$ cat config.mk
export PLATFORM = sky130hd
export DESIGN_NAME = mwa_adapter
export DESIGN_NICKNAME = d
export VERILOG_FILES = /design/src/rtl/mwa_pkg.sv /design/src/rtl/mwa_planner.sv /design/src/rtl/mwa_sequencer.sv /design/src/rtl/mwa_adapter.sv
export SDC_FILE = /design/constraint.sdc
export NUM_CORES = 1
export LEC_CHECK = 0
export ABC_AREA = 1
export CORE_AREA = 3 3 132 134
export DETAILED_ROUTE_END_ITERATION = 10
export DIE_AREA = 0 0 135 137
export PLACE_DENSITY = 0.91
export SETUP_SLACK_MARGIN = 0.15
export SKIP_LAST_GASP = 1
export SLEW_MARGIN = 10
export SYNTH_ARGS = -nofsm -noshare
export SYNTH_HDL_FRONTEND = slang
export SYNTH_SLANG_ARGS = --single-unit
$ cat constraint.sdc
create_clock -name clk -period 7.75 [get_ports clk]
set_clock_uncertainty 0.15 [all_clocks]
set_input_delay 1.55 -clock clk [delete_from_list [all_inputs] [get_ports clk]]
set_output_delay 1.55 -clock clk [all_outputs]
set_load 0.02 [all_outputs]
$ cat src/rtl/mwa_pkg.sv
package mwa_pkg;

    localparam int WIN_AW = 9;
    localparam int GRP_AW = WIN_AW - 2;
    localparam int DATA_W = 32;

    typedef enum logic [1:0] {
        SZ_BYTE = 2'd0,
        SZ_HALF = 2'd1,
        SZ_WORD = 2'd2,
        SZ_BAD  = 2'd3
    } size_e;

    typedef enum logic [2:0] {
        OP_DIRECT,
        OP_NARROW_RD,
        OP_RMW,
        OP_SPLIT,
        OP_REJECT
    } op_e;

    typedef struct packed {
        op_e                 op;
        logic                we;
        size_e               acc_sz;
        size_e               nat_sz;
        logic [2:0]          steps;
        logic [WIN_AW-1:0]   base;
        logic [1:0]          lane;
        logic [DATA_W-1:0]   wdata;
    } plan_t;

    // native bytes of a 4-byte group: 1, 2, 4, or 0 when unmapped
    function automatic logic [2:0] group_bytes(logic [GRP_AW-1:0] g);
        logic [WIN_AW-1:0] a;
        logic [2:0] r;
        a = {g, 2'b00};
        if (a < 9'h030)      r = 3'd1;
        else if (a < 9'h040) r = 3'd2;
        else if (a < 9'h0C0) r = 3'd4;
        else if (a < 9'h100) r = 3'd0;
        else if (a < 9'h140) begin
            if (a[4:0] < 5'h10)      r = 3'd2;
            else if (a[4:0] < 5'h14) r = 3'd1;
            else                     r = 3'd0;
        end
        else r = 3'd1;
        return r;
    endfunction

    function automatic logic [2:0] size_bytes(size_e s);
        case (s)
            SZ_BYTE: return 3'd1;
            SZ_HALF: return 3'd2;
            SZ_WORD: return 3'd4;
            default: return 3'd0;
        endcase
    endfunction

    function automatic size_e bytes_to_size(logic [2:0] b);
        case (b)
            3'd1:    return SZ_BYTE;
            3'd2:    return SZ_HALF;
            default: return SZ_WORD;
        endcase
    endfunction

    function automatic logic [DATA_W-1:0] size_mask(size_e s);
        case (s)
            SZ_BYTE: return 32'h0000_00FF;
            SZ_HALF: return 32'h0000_FFFF;
            default: return 32'hFFFF_FFFF;
        endcase
    endfunction

    // bit offset of the addressed lanes inside a right-justified native value
    function automatic logic [4:0] lane_shift(logic [1:0] lane, size_e acc, size_e nat);
        logic [4:0] s;
        if (acc == SZ_HALF)      s = (lane == 2'd0) ? 5'd16 : 5'd0;
        else if (nat == SZ_WORD) s = {2'd3 - lane, 3'b000};
        else                     s = lane[0] ? 5'd0 : 5'd8;
        return s;
    endfunction

endpackage

$ cat src/rtl/mwa_planner.sv
module mwa_planner
    import mwa_pkg::*;
#(
    parameter int ADDR_W = 12
) (
    input  logic [ADDR_W-1:0] addr,
    input  logic [1:0]        size,
    input  logic              we,
    input  logic [DATA_W-1:0] wdata,
    output plan_t             plan
);

    logic beyond;

    generate
        if (ADDR_W > WIN_AW) begin : g_wide
            assign beyond = |addr[ADDR_W-1:WIN_AW];
        end else begin : g_exact
            assign beyond = 1'b0;
        end
    endgenerate

    logic [WIN_AW-1:0] off;
    size_e             asz;
    logic [2:0]        nb;
    logic [2:0]        ab;

    assign off = addr[WIN_AW-1:0];
    assign asz = size_e'(size);

    always_comb begin
        nb          = group_bytes(off[WIN_AW-1:2]);
        ab          = size_bytes(asz);
        plan        = '0;
        plan.we     = we;
        plan.acc_sz = asz;
        plan.nat_sz = bytes_to_size(nb);
        plan.lane   = off[1:0];
        plan.wdata  = wdata;
        plan.base   = off;
        if (beyond || asz == SZ_BAD || nb == 3'd0) begin
            plan.op    = OP_REJECT;
            plan.steps = 3'd0;
        end else if (ab == nb) begin
            plan.op    = OP_DIRECT;
            plan.steps = 3'd1;
        end else if (ab < nb) begin
            plan.base  = off & ~WIN_AW'(nb - 3'd1);
            plan.op    = we ? OP_RMW : OP_NARROW_RD;
            plan.steps = we ? 3'd2 : 3'd1;
        end else begin
            plan.op    = OP_SPLIT;
            plan.steps = (nb == 3'd1) ? ab : (ab >> 1);
        end
    end

endmodule

$ cat src/rtl/mwa_sequencer.sv
module mwa_sequencer
    import mwa_pkg::*;
(
    input  logic              clk,
    input  logic              rst,
    input  logic              bus_req,
    input  plan_t             plan,
    input  logic [DATA_W-1:0] reg_rdata,
    output logic              reg_req,
    output logic              reg_we,
    output logic [1:0]        reg_size,
    output logic [WIN_AW-1:0] reg_addr,
    output logic [DATA_W-1:0] reg_wdata,
    output logic              bus_ready,
    output logic [DATA_W-1:0] bus_rdata,
    output logic              bus_err
);

    typedef enum logic [1:0] {ST_IDLE, ST_RUN, ST_DONE} state_e;

    state_e            st;
    plan_t             pl;
    logic [2:0]        step;
    logic [DATA_W-1:0] acc;
    logic [DATA_W-1:0] rdata_q;
    logic              err_q;

    logic [4:0]        sh;
    logic [DATA_W-1:0] nmask;
    logic [DATA_W-1:0] amask;
    logic [2:0]        rem;
    logic [5:0]        piece_sh;
    logic [5:0]        piece_bits;
    logic [DATA_W-1:0] data;
    logic [DATA_W-1:0] acc_next;
    logic              last;

    always_comb begin
        sh         = lane_shift(pl.lane, pl.acc_sz, pl.nat_sz);
        nmask      = size_mask(pl.nat_sz);
        amask      = size_mask(pl.acc_sz);
        rem        = pl.steps - 3'd1 - step;
        piece_sh   = {rem, 3'b000} << pl.nat_sz;
        piece_bits = 6'd8 << pl.nat_sz;
        data       = reg_rdata & nmask;
        acc_next   = (acc << piece_bits) | data;
        last       = (step == pl.steps - 3'd1);
    end

    // register-side drive
    always_comb begin
        reg_req  = (st == ST_RUN);
        reg_size = pl.nat_sz;
        reg_addr = pl.base;
        reg_we   = pl.we;
        case (pl.op)
            OP_RMW: begin
                reg_we    = (step == 3'd1);
                reg_wdata = ((acc & ~(amask << sh)) | ((pl.wdata & amask) << sh)) & nmask;
            end
            OP_SPLIT: begin
                reg_addr  = pl.base + (WIN_AW'(step) << pl.nat_sz);
                reg_wdata = (pl.wdata >> piece_sh) & nmask;
            end
            OP_NARROW_RD: begin
                reg_we    = 1'b0;
                reg_wdata = '0;
            end
            default: reg_wdata = pl.wdata & nmask;
        endcase
    end

    always_ff @(posedge clk) begin
        if (rst) begin
            st      <= ST_IDLE;
            pl      <= '0;
            step    <= 3'd0;
            acc     <= '0;
            rdata_q <= '0;
            err_q   <= 1'b0;
        end else begin
            case (st)
                ST_IDLE: if (bus_req) begin
                    pl   <= plan;
                    step <= 3'd0;
                    acc  <= '0;
                    if (plan.op == OP_REJECT) begin
                        st      <= ST_DONE;
                        err_q   <= 1'b1;
                        rdata_q <= '0;
                    end else begin
                        st    <= ST_RUN;
                        err_q <= 1'b0;
                    end
                end
                ST_RUN: begin
                    case (pl.op)
                        OP_DIRECT:    rdata_q <= pl.we ? '0 : data;
                        OP_NARROW_RD: rdata_q <= (data >> sh) & amask;
                        OP_RMW: begin
                            if (step == 3'd0) acc <= data;
                            rdata_q <= '0;
                        end
                        OP_SPLIT: begin
                            acc     <= acc_next;
                            rdata_q <= pl.we ? '0 : acc_next;
                        end
                        default: rdata_q <= '0;
                    endcase
                    if (last) st <= ST_DONE;
                    else      step <= step + 3'd1;
                end
                default: st <= ST_IDLE;
            endcase
        end
    end

    assign bus_ready = (st == ST_DONE);
    assign bus_rdata = rdata_q;
    assign bus_err   = (st == ST_DONE) && err_q;

endmodule

$ cat src/rtl/mwa_adapter.sv
module mwa_adapter
    import mwa_pkg::*;
#(
    parameter int ADDR_W = 12
) (
    input  logic              clk,
    input  logic              rst,
    input  logic              bus_req,
    input  logic              bus_we,
    input  logic [1:0]        bus_size,
    input  logic [ADDR_W-1:0] bus_addr,
    input  logic [31:0]       bus_wdata,
    output logic              bus_ready,
    output logic [31:0]       bus_rdata,
    output logic              bus_err,
    output logic              reg_req,
    output logic              reg_we,
    output logic [1:0]        reg_size,
    output logic [8:0]        reg_addr,
    output logic [31:0]       reg_wdata,
    input  logic [31:0]       reg_rdata
);

    plan_t plan;

    mwa_planner #(.ADDR_W(ADDR_W)) u_plan (
        .addr  (bus_addr),
        .size  (bus_size),
        .we    (bus_we),
        .wdata (bus_wdata),
        .plan  (plan)
    );

    mwa_sequencer u_seq (
        .clk       (clk),
        .rst       (rst),
        .bus_req   (bus_req),
        .plan      (plan),
        .reg_rdata (reg_rdata),
        .reg_req   (reg_req),
        .reg_we    (reg_we),
        .reg_size  (reg_size),
        .reg_addr  (reg_addr),
        .reg_wdata (reg_wdata),
        .bus_ready (bus_ready),
        .bus_rdata (bus_rdata),
        .bus_err   (bus_err)
    );

endmodule

## Word-level counts from Yosys, hierarchy flattened

Cells that the tools add are included.

- Add/subtract/negate cells: 6
- Magnitude comparators: 8
- Equal/unequal tests: 23
- Shift-type cells: 8
- Muxes and demuxes: 47
- Bitwise logic cells: 12
- Reductions and logical operators: 18

Operators with widths:

| cell | count |
|---|---|
| 32-bit one-hot mux with 2 select lines | 5 |
| 32-bit AND | 7 |
| 32-bit two-way mux | 6 |
| 32-bit one-hot mux with 3 select lines | 2 |
| 32-bit bitwise OR | 2 |
| 32-bit by 5-bit left shift with 32-bit output | 2 |
| 3-bit two-way mux | 15 |
| 9-bit two-way mux | 4 |
| 32-bit NOT | 1 |
| 32-bit by 6-bit left shift with 32-bit output | 1 |
| 32-bit by 5-bit >> shifter with 32-bit output | 1 |
| 32-bit by 6-bit >> shifter with 32-bit output | 1 |
| 9-bit < comparator (second input constant) | 2 |
| 5-bit two-way mux | 3 |
| 2-bit zero test | 5 |
| 5-bit < comparator (second input constant) | 2 |
| 9-bit adder | 1 |
| 9-bit AND | 1 |
| 3-bit by 1-bit == test with 1-bit output (second input constant) | 3 |
| 3-bit by 2-bit == test with 1-bit output (second input constant) | 3 |
| 3-bit zero test | 3 |
| 9-bit by 6-bit < comparator with 1-bit output (second input constant) | 1 |
| 9-bit by 7-bit < comparator with 1-bit output (second input constant) | 1 |
| 9-bit by 8-bit < comparator with 1-bit output (second input constant) | 1 |
| 32 further kinds | 49 |

- Flip-flop bits (word level): 124
- Input bits: 82
- Output and inout port bits: 79
- Word-level logic and storage cells: 135

## Longest topological paths before layout

Gate-level depths: netlist of the first run.

- Depth after elaboration: 16
- Depth in mapped cells: 15
- Gate-level depth less buffers: 14

## Cells and area by module

A second synthesis of the first run with hierarchy kept.

- Cell total of the unflattened synthesis: 1,793
- Area total of the unflattened synthesis: 10,186.0 µm²

By module, submodules not included:

| module | instances | cells each | area an instance (µm²) | seq. area each (µm²) |
|---|---|---|---|---|
| mwa_sequencer | 1 | 1,671 | 9,429.0 | 2,482.4 |
| mwa_planner | 1 | 122 | 757.0 | 0.0 |

## Least setup slack after synthesis of the first run

OpenSTA, ideal clock, no wires.

- Path type: register to output
- Start: register u_seq.pl[43] in the netlist's numbering
- End: output reg_wdata[11]
- Arrival: 2,230 ps
- Setup slack: 3,820 ps
- Stages on the path, launching flop included: 11
- Path buffers: 1
- Cell sequence: dfxtp_1 > inv_1 > ha_1 > fa_1 > nor2_1 > nor2_4 > inv_2 > buf_2 > a21oi_1 > nand4_1 > a21oi_1

- Cells in the longest elaborated chain, start to end: 6

Ends and longest elaborated chain:

| what | RTL line | text |
|---|---|---|
| start, declared | mwa_sequencer.sv:22 | `plan_t pl;` |
| start signal, assigned | mwa_sequencer.sv:84 | `pl <= plan;` |
| 3-bit by 1-bit subtractor with 3-bit output | mwa_sequencer.sv:42 | `rem = pl.steps - 3'd1 - step;` |
| 3-bit subtractor | mwa_sequencer.sv:42 |  |
| 6-bit by 2-bit left shift with 6-bit output | mwa_sequencer.sv:43 | `piece_sh = {rem, 3'b000} << pl.nat_sz;` |
| 32-bit by 6-bit >> shifter with 32-bit output | mwa_sequencer.sv:63 | `reg_wdata = (pl.wdata >> piece_sh) & nmask;` |
| 32-bit AND | mwa_sequencer.sv:63 |  |
| 32-bit one-hot mux with 3 select lines | mwa_sequencer.sv:56 | `case (pl.op)` |
| end, declared | mwa_adapter.sv:20 | `output logic [31:0] reg_wdata,` |

Every way passes these cells.

## Worst setup path in the final report of the first run

- Start: register u_seq.pl[49] in the netlist's numbering
- End: output reg_wdata[7]

- Cells in the longest elaborated chain, start to end: 8

Ends and longest elaborated chain:

| what | RTL line | text |
|---|---|---|
| 2-bit by 1-bit == test with 1-bit output or 2-bit zero test (tied branches) | mwa_pkg.sv:69, mwa_pkg.sv:79 |  |
| 32-bit one-hot mux with 2 select lines or 5-bit two-way mux (tied branches) | mwa_pkg.sv:69, mwa_pkg.sv:79 |  |
| 32-bit by 5-bit left shift with 32-bit output | mwa_sequencer.sv:59 | `reg_wdata = ((acc & ~(amask << sh)) \| ((pl.wdata & amask) << sh)) & nmask;` |
| 32-bit NOT | mwa_sequencer.sv:59 |  |
| 32-bit AND | mwa_sequencer.sv:59 |  |
| 32-bit bitwise OR * | mwa_sequencer.sv:59 |  |
| 32-bit AND * | mwa_sequencer.sv:59 |  |
| 32-bit one-hot mux with 3 select lines * | mwa_sequencer.sv:56 |  |

Mark *: on every way between the ends. The rest lies on a longest branch, timed or not.

==> out/qor.txt, run 1 <==
DRC: 0
CP Capture Type: primary output
Port buffer count: 160
Cell taking the most area after synthesis: nand2_1
Worst skew pair latency: 0.43 ns
Full die area: 18500 um^2
TritonCTS Buffers: 17
Worst r2r dst: u_seq.bus_rdata[31]$_SDFFE_PP0P_
Library cells used by synthesis: 37
Routed vias/inst: 5.96
HPWL after detailed placement: 26800 um
CP endpoint: reg_wdata[7]
Worst Path Required: 6.05 ns
Clock Tree Buf Depth: 2
Seq. cell area: 2480 um^2
Hold Path Class: reg2reg
Final setup violation count: 0
Power after layout: 0.00202 W
Vias in the first global route: 10800
Number of synthesized flops with an enable pin: 0
Cts hold-fix bufs: 0
CP max FO: 52
Reg2Reg Launch Point: u_seq.pl[49]$_SDFFE_PP0P_
Clock-pin slew on the worst setup and hold paths: 0.06 ns
Die Width: 135 um
Fillers: 1446
Maximum capacitance violations: 0
Initial antenna violation count: 0
Slew headroom: 0.220
Area after DPL: 11100 um^2
PD cells: 172 nW/um^2
R2r worst-path depth: 10
GRT Util Overall: 0.395
YS warnings: 0
Post-Route WL: 37200 um
Synthesized area: 9560 um^2
Worst Max-Slew Pin Slew: 1.17 ns
# rows: 47
Most common cell after layout, fill and taps aside: nand2_1
Final worst slack: 1.70 ns
Avg WL per Cell: 18.3 um
Synth top area cells: nand2_1 (26%), dfxtp_1 (26%), o21ai_0 (8.7%)
Arrival time worst endpoint: 4.35 ns
Initial Util: 0.583
Multi-input gate area: 6040 um^2
Setup TNS: 0 ns
Clock sinks: 124
Core footprint: 16400 um^2
FFs w/ async S/R, synth: 0
R2R Setup Slk: 3.75 ns
Max IR drop VDD: 0.161 mV
Commonest non-fill, non-tap cells in the layout: nand2_1 (661), o21ai_0 (166), clkdlybuf4s50_1 (159)
Final Cell Area: 11700 um^2
Fin cells: 2032
First-pass GRT wire length: 57700 um
Crit path kind: reg2out
Share of layout cells above drive strength 1: 0.0403
Initial drt markers: 1787
Fmax: 165 MHz
Clock root buffer: clkbuf_16
Leak pwr: 5.10 nW
Top FF cell, synth: dfxtp_1
Htree depth: 4
Min Tclk post-route: 6.05 ns
Syn avg cell area: 5.60 um^2
I/O pin count: 161
Drt pass-1 iters: 8
Routability Congestion: 1.03
Routed Antenna Nets: 0
Fin. Hold Viols: 0
Crit start category: flop
Final Cycle Share: 0.780
Vias: 12100
Outcome: finished clean
Final Max Tran Viols: 0
Unrepaired setup endpoints after global routing: false
Synth Register Bits: 124
TritonCTS clock tree: yes
Crit path from: u_seq.pl[49]$_SDFFE_PP0P_
Post-CTS Setup Bufs: 0
Syn Inst Count: 1709
Area Overhead vs Synth: 22.4%
Nets: 1901
Largest net degree at the start of global routing: 66
Post-Syn Nets: 1812
Post-CTS Resized: 0
Cells after DPL: 1999
DIE HEIGHT: 137 um
GRT overflow: 0
Share of the synthesized area in the top cell type: 0.260
Seq/Total Area, Yosys: 0.260
Post-placement setup slack: 2.26 ns
[sequential cells by signal, indices dropped and copies added, names as in the netlist]
name	flops
u_seq.acc	32
u_seq.bus_rdata	32
u_seq.err_q	1
u_seq.pl	52
u_seq.reg_size	2
u_seq.st	2
u_seq.step	3
[worst max-delay path, cell delays in order, from the launching register on]
cell and delay, ns:
dfxtp_1 0.99, inv_2 0.17, nand3_1 0.14, nand3_2 0.81
nand2_1 0.64, nand2_1 0.10, nand2_1 0.08, nand2_1 0.05
nand2_1 0.09, nor2_1 0.06, nor2_1 0.15, clkdlybuf4s50_1 0.63
[kinds of logic (layout without fill, tap and decap cells)]
logic type,Yosys count,in the layout,synth area share
compound gates,329,329,0.183
xor+xnor,4,4,0.00366
other cells,0,1,0
simple gates,972,972,0.414
buf+inv,259,361,0.110
flops,124,124,0.260
fa+ha+maj,21,21,0.0290
[final cells by class]
cell class	count	area share
clock inverter	14	0.0156
clock buffer	18	0.0375
sequential	124	0.212
multi-input combinational	1326	0.516
inverter	157	0.0504
timing repair buffer	172	0.144
antenna	1	0.000214
tap	220	0.0235
[metal layers]
layer / share of wire / global-route usage
met5: 0 / 0
met4: 0.051 / 0.193
met3: 0.12 / 0.0813
met2: 0.44 / 0.613
met1: 0.39 / 0.524
[how the worst min path moves through the flow]
stage,depth (start not counted),from,to,slack [ns]
after floorplan,2,u_seq.err_q$_SDFFE_PP0P_,u_seq.err_q$_SDFFE_PP0P_,0.29
after global routing,2,u_seq.bus_rdata[16]$_SDFFE_PP0P_,u_seq.bus_rdata[16]$_SDFFE_PP0P_,0.33
after global placement,2,u_seq.bus_rdata[29]$_SDFFE_PP0P_,u_seq.bus_rdata[29]$_SDFFE_PP0P_,0.30
after detailed placement,2,u_seq.bus_rdata[2]$_SDFFE_PP0P_,u_seq.bus_rdata[2]$_SDFFE_PP0P_,0.30
after CTS,2,u_seq.bus_rdata[29]$_SDFFE_PP0P_,u_seq.bus_rdata[29]$_SDFFE_PP0P_,0.32
final,2,u_seq.bus_rdata[15]$_SDFFE_PP0P_,u_seq.bus_rdata[15]$_SDFFE_PP0P_,0.32
[power by group]
| part | internal, W | total [W] | switching (W) |
|---|---|---|---|
| sequential | 0.000660 | 0.000699 | 0.0000385 |
| clock | 0.000521 | 0.000862 | 0.000340 |
| combinational | 0.000146 | 0.000456 | 0.000310 |
| total | 0.00133 | 0.00202 | 0.000689 |
[cell usage after synthesis (7+ instances only)]
| cell | n |
|---|---|
| nand2_1 | 662 |
| o22ai_1 | 8 |
| o211ai_1 | 14 |
| nand3_1 | 157 |
| a21o_1 | 8 |
| ha_1 | 19 |
| dfxtp_1 | 124 |
| nand4_1 | 16 |
| inv_1 | 150 |
| nor2_1 | 109 |
| clkbuf_1 | 48 |
| a21oi_1 | 111 |
| o21ai_1 | 10 |
| a22o_1 | 7 |
| buf_2 | 42 |
| o21ai_0 | 166 |
[through the flow]
step	hold WS [ns]	utilization
after floorplan	0.286	-
after global placement	0.304	0.675
after detailed placement	0.305	0.675
after CTS	0.316	0.713
after global routing	0.330	0.713
final	0.317	0.713
No activity file was read; power rests on OpenSTA's default activity.
==> inputs of run 2 (changes only) <==
CORE_AREA = 3 3 143 145   (was 3 3 132 134)
DIE_AREA = 0 0 146 148   (was 0 0 135 137)
PLACE_DENSITY = 0.83   (was 0.91)
clock period = 5.33 ns   (was 7.75 ns; I/O delays follow)
==> out/qor.txt, run 2 (synthesis results as in run 1) <==
Commonest non-fill, non-tap cells in the layout: nand2_1 (662), o21ai_0 (166), clkdlybuf4s50_1 (159)
Clock root buffer: clkbuf_16
Max IR drop VDD: 0.210 mV (+30%)
Clock sinks: 124 (unchanged)
Largest net degree at the start of global routing: 65 (-1.5%)
R2R Setup Slk: 2.04 ns (-1.71 ns)
Clock Tree Buf Depth: 2 (unchanged)
Arrival time worst endpoint: 3.68 ns (-0.67 ns)
Sw Share: 0.340 (-0.00185)
Leak pwr: 5.19 nW (+1.7%)
Crit start category: flop
Routed vias/inst: 5.70 (-4.3%)
Setup TNS: 0 ns (unchanged)
Min Tclk post-route: 4.90 ns
Post-Route WL: 37500 um (+0.77%)
CP max FO: 34 (-35%)
Initial drt markers: 1471 (-18%)
Top reg by flops: u_seq.pl
Largest register FFs: 52 (unchanged)
Routability Congestion: 0.984 (-4.8%)
Fmax: 204 MHz
Unrepaired setup endpoints after global routing: false
Htree depth: 4 (unchanged)
GRT Util Overall: 0.335 (-0.0600)
Crit path from: u_seq.reg_size[1]$_SDFFE_PP0P_
Fillers: 1908 (+32%)
PD cells: 249 nW/um^2 (+45%)
Fin. Hold Viols: 0 (unchanged)
Final setup violation count: 0 (unchanged)
Final Cycle Share: 0.919
Reg2Reg Launch Point: u_seq.reg_size[1]$_SDFFE_PP0P_
Worst path max stage delay: 0.60 ns (-0.39 ns)
Ant diodes: 0 (-1)
TritonCTS Buffers: 17 (unchanged)
Maximum capacitance violations: 0 (unchanged)
Worst Max-Slew Pin Slew: 0.938 ns (-0.231 ns)
Crit path kind: reg2out
Most common cell after layout, fill and taps aside: nand2_1
Share of layout cells above drive strength 1: 0.0482 (+0.00786)
Routed Antenna Nets: 0 (unchanged)
Core footprint: 19300 um^2 (+18%)
Area Overhead vs Synth: 24.3%
Comb power frac: 0.232 (+0.006)
HPWL after detailed placement: 27500 um (+2.4%)
Vias: 11900 (-1.5%)
First-pass GRT wire length: 58300 um (+1.0%)
Clock share of power: 0.428 (about the same)
Util after Layout: 0.615 (-0.0982)
Worst Path Required: 4.11 ns (-1.94 ns)
DRC: 0 (unchanged)
Port buffer count: 160 (unchanged)
I/O pin count: 161 (unchanged)
# rows: 51 (+8.5%)
Vias in the first global route: 11000 (+1.8%)
R2r worst-path depth: 11 (+1)
Worst skew pair latency: 0.43 ns (about the same)
Full die area: 21600 um^2 (+17%)
TritonCTS clock tree: yes
Slew headroom: 0.371 (+0.151)
Internal power: 0.00196 W (+47%)
CP max stage cell: clkdlybuf4s50_1
Hold path depth: 2 (unchanged)
Drt pass-1 iters: 7 (-1)
Critical path cell sequence: buf_4 > nand2_1 > nand2_1 > nand3_2 > nand2_2 > nand3_1 > a21oi_1 > nor2_1 > nor2_1 > clkdlybuf4s50_1
Final Max Tran Viols: 0 (unchanged)
Post-CTS Resized: 0 (unchanged)
Seq. cell area: 2480 um^2 (unchanged)
CP Capture Type: primary output
Worst r2r dst: u_seq.bus_rdata[31]$_SDFFE_PP0P_
Psw: 0.00101 W (+46%)
Clock-pin slew on the worst setup and hold paths: 0.06 ns (about the same)
Die Width: 146 um (+8.1%)
Nets: 1917 (+0.84%)
Initial Util: 0.495 (-0.0883)
Initial antenna violation count: 0 (unchanged)
Multi-input gate area: 6050 um^2 (about the same)
DIE HEIGHT: 148 um (+8.0%)
Flop pwr share: 0.340 (-0.006)
Post-CTS Setup Bufs: 0 (unchanged)
Cts hold-fix bufs: 0 (unchanged)
Hold Path Class: reg2reg
Outcome: finished clean
GRT overflow: 0 (unchanged)
CP endpoint: reg_wdata[27]
Avg WL per Cell: 17.9 um (-2.1%)
[run 2: final cells by class]
type	instances	area share
Clock buffer	19	0.0381
Clock inverter	13	0.0150
Inverter	157	0.0496
Multi-Input combinational cell	1326	0.509
Sequential cell	124	0.209
Tap cell	265	0.0279
Timing Repair Buffer	188	0.152
[run 2: routing by layer]
layer,GRT usage,share of wire,up-vias
li1,-,-,5688
met1,0.448,0.41,5397
met2,0.537,0.45,722
met3,0.0659,0.10,113
met4,0.130,0.037,0
met5,0,0,-
[run 2: worst min path at each step]
stage / from / to / slack (ns)
after CTS: u_seq.bus_rdata[2]$_SDFFE_PP0P_ / u_seq.bus_rdata[2]$_SDFFE_PP0P_ / 0.32
final: u_seq.bus_rdata[31]$_SDFFE_PP0P_ / u_seq.bus_rdata[31]$_SDFFE_PP0P_ / 0.32
after global placement: u_seq.bus_rdata[0]$_SDFFE_PP0P_ / u_seq.bus_rdata[0]$_SDFFE_PP0P_ / 0.30
after floorplan: u_seq.err_q$_SDFFE_PP0P_ / u_seq.err_q$_SDFFE_PP0P_ / 0.29
after detailed placement: u_seq.bus_rdata[31]$_SDFFE_PP0P_ / u_seq.bus_rdata[31]$_SDFFE_PP0P_ / 0.31
after global routing: u_seq.bus_rdata[5]$_SDFFE_PP0P_ / u_seq.bus_rdata[5]$_SDFFE_PP0P_ / 0.33
[run 2: power by group through the flow]
stage	registers, W	logic [W]	clock network (W)
CTS	0.00101	0.000668	0.00126
global placement	0.00103	0.000662	0
finish	0.00101	0.000687	0.00127
global route	0.00101	0.000745	0.00131
detailed placement	0.00103	0.000664	0
floorplan	0.00100	0.000429	0
[run 2: critical path: cells and delay by family, from the launching register on]
kind                   cells  cell delay, ns
DFF                        1            0.51
buffers and inverters      2            1.04
and+or+nand+nor            7            1.45
AOI/OAI and AO/OA          1            0.25
[run 2: stage by stage]
step                      power (W)  setup slack (ns)  hold WS (ns)  cell area [um^2]  cells
after floorplan             0.00143              1.88         0.286              9560   1709
after global routing        0.00307             0.274         0.332             11900   2092
after CTS                   0.00294             0.541         0.319             11900   2092
after detailed placement    0.00169              1.01         0.310             11300   2060
after global placement      0.00169              1.05         0.304             11300   2060
final                       0.00297             0.432         0.319             11900   2092
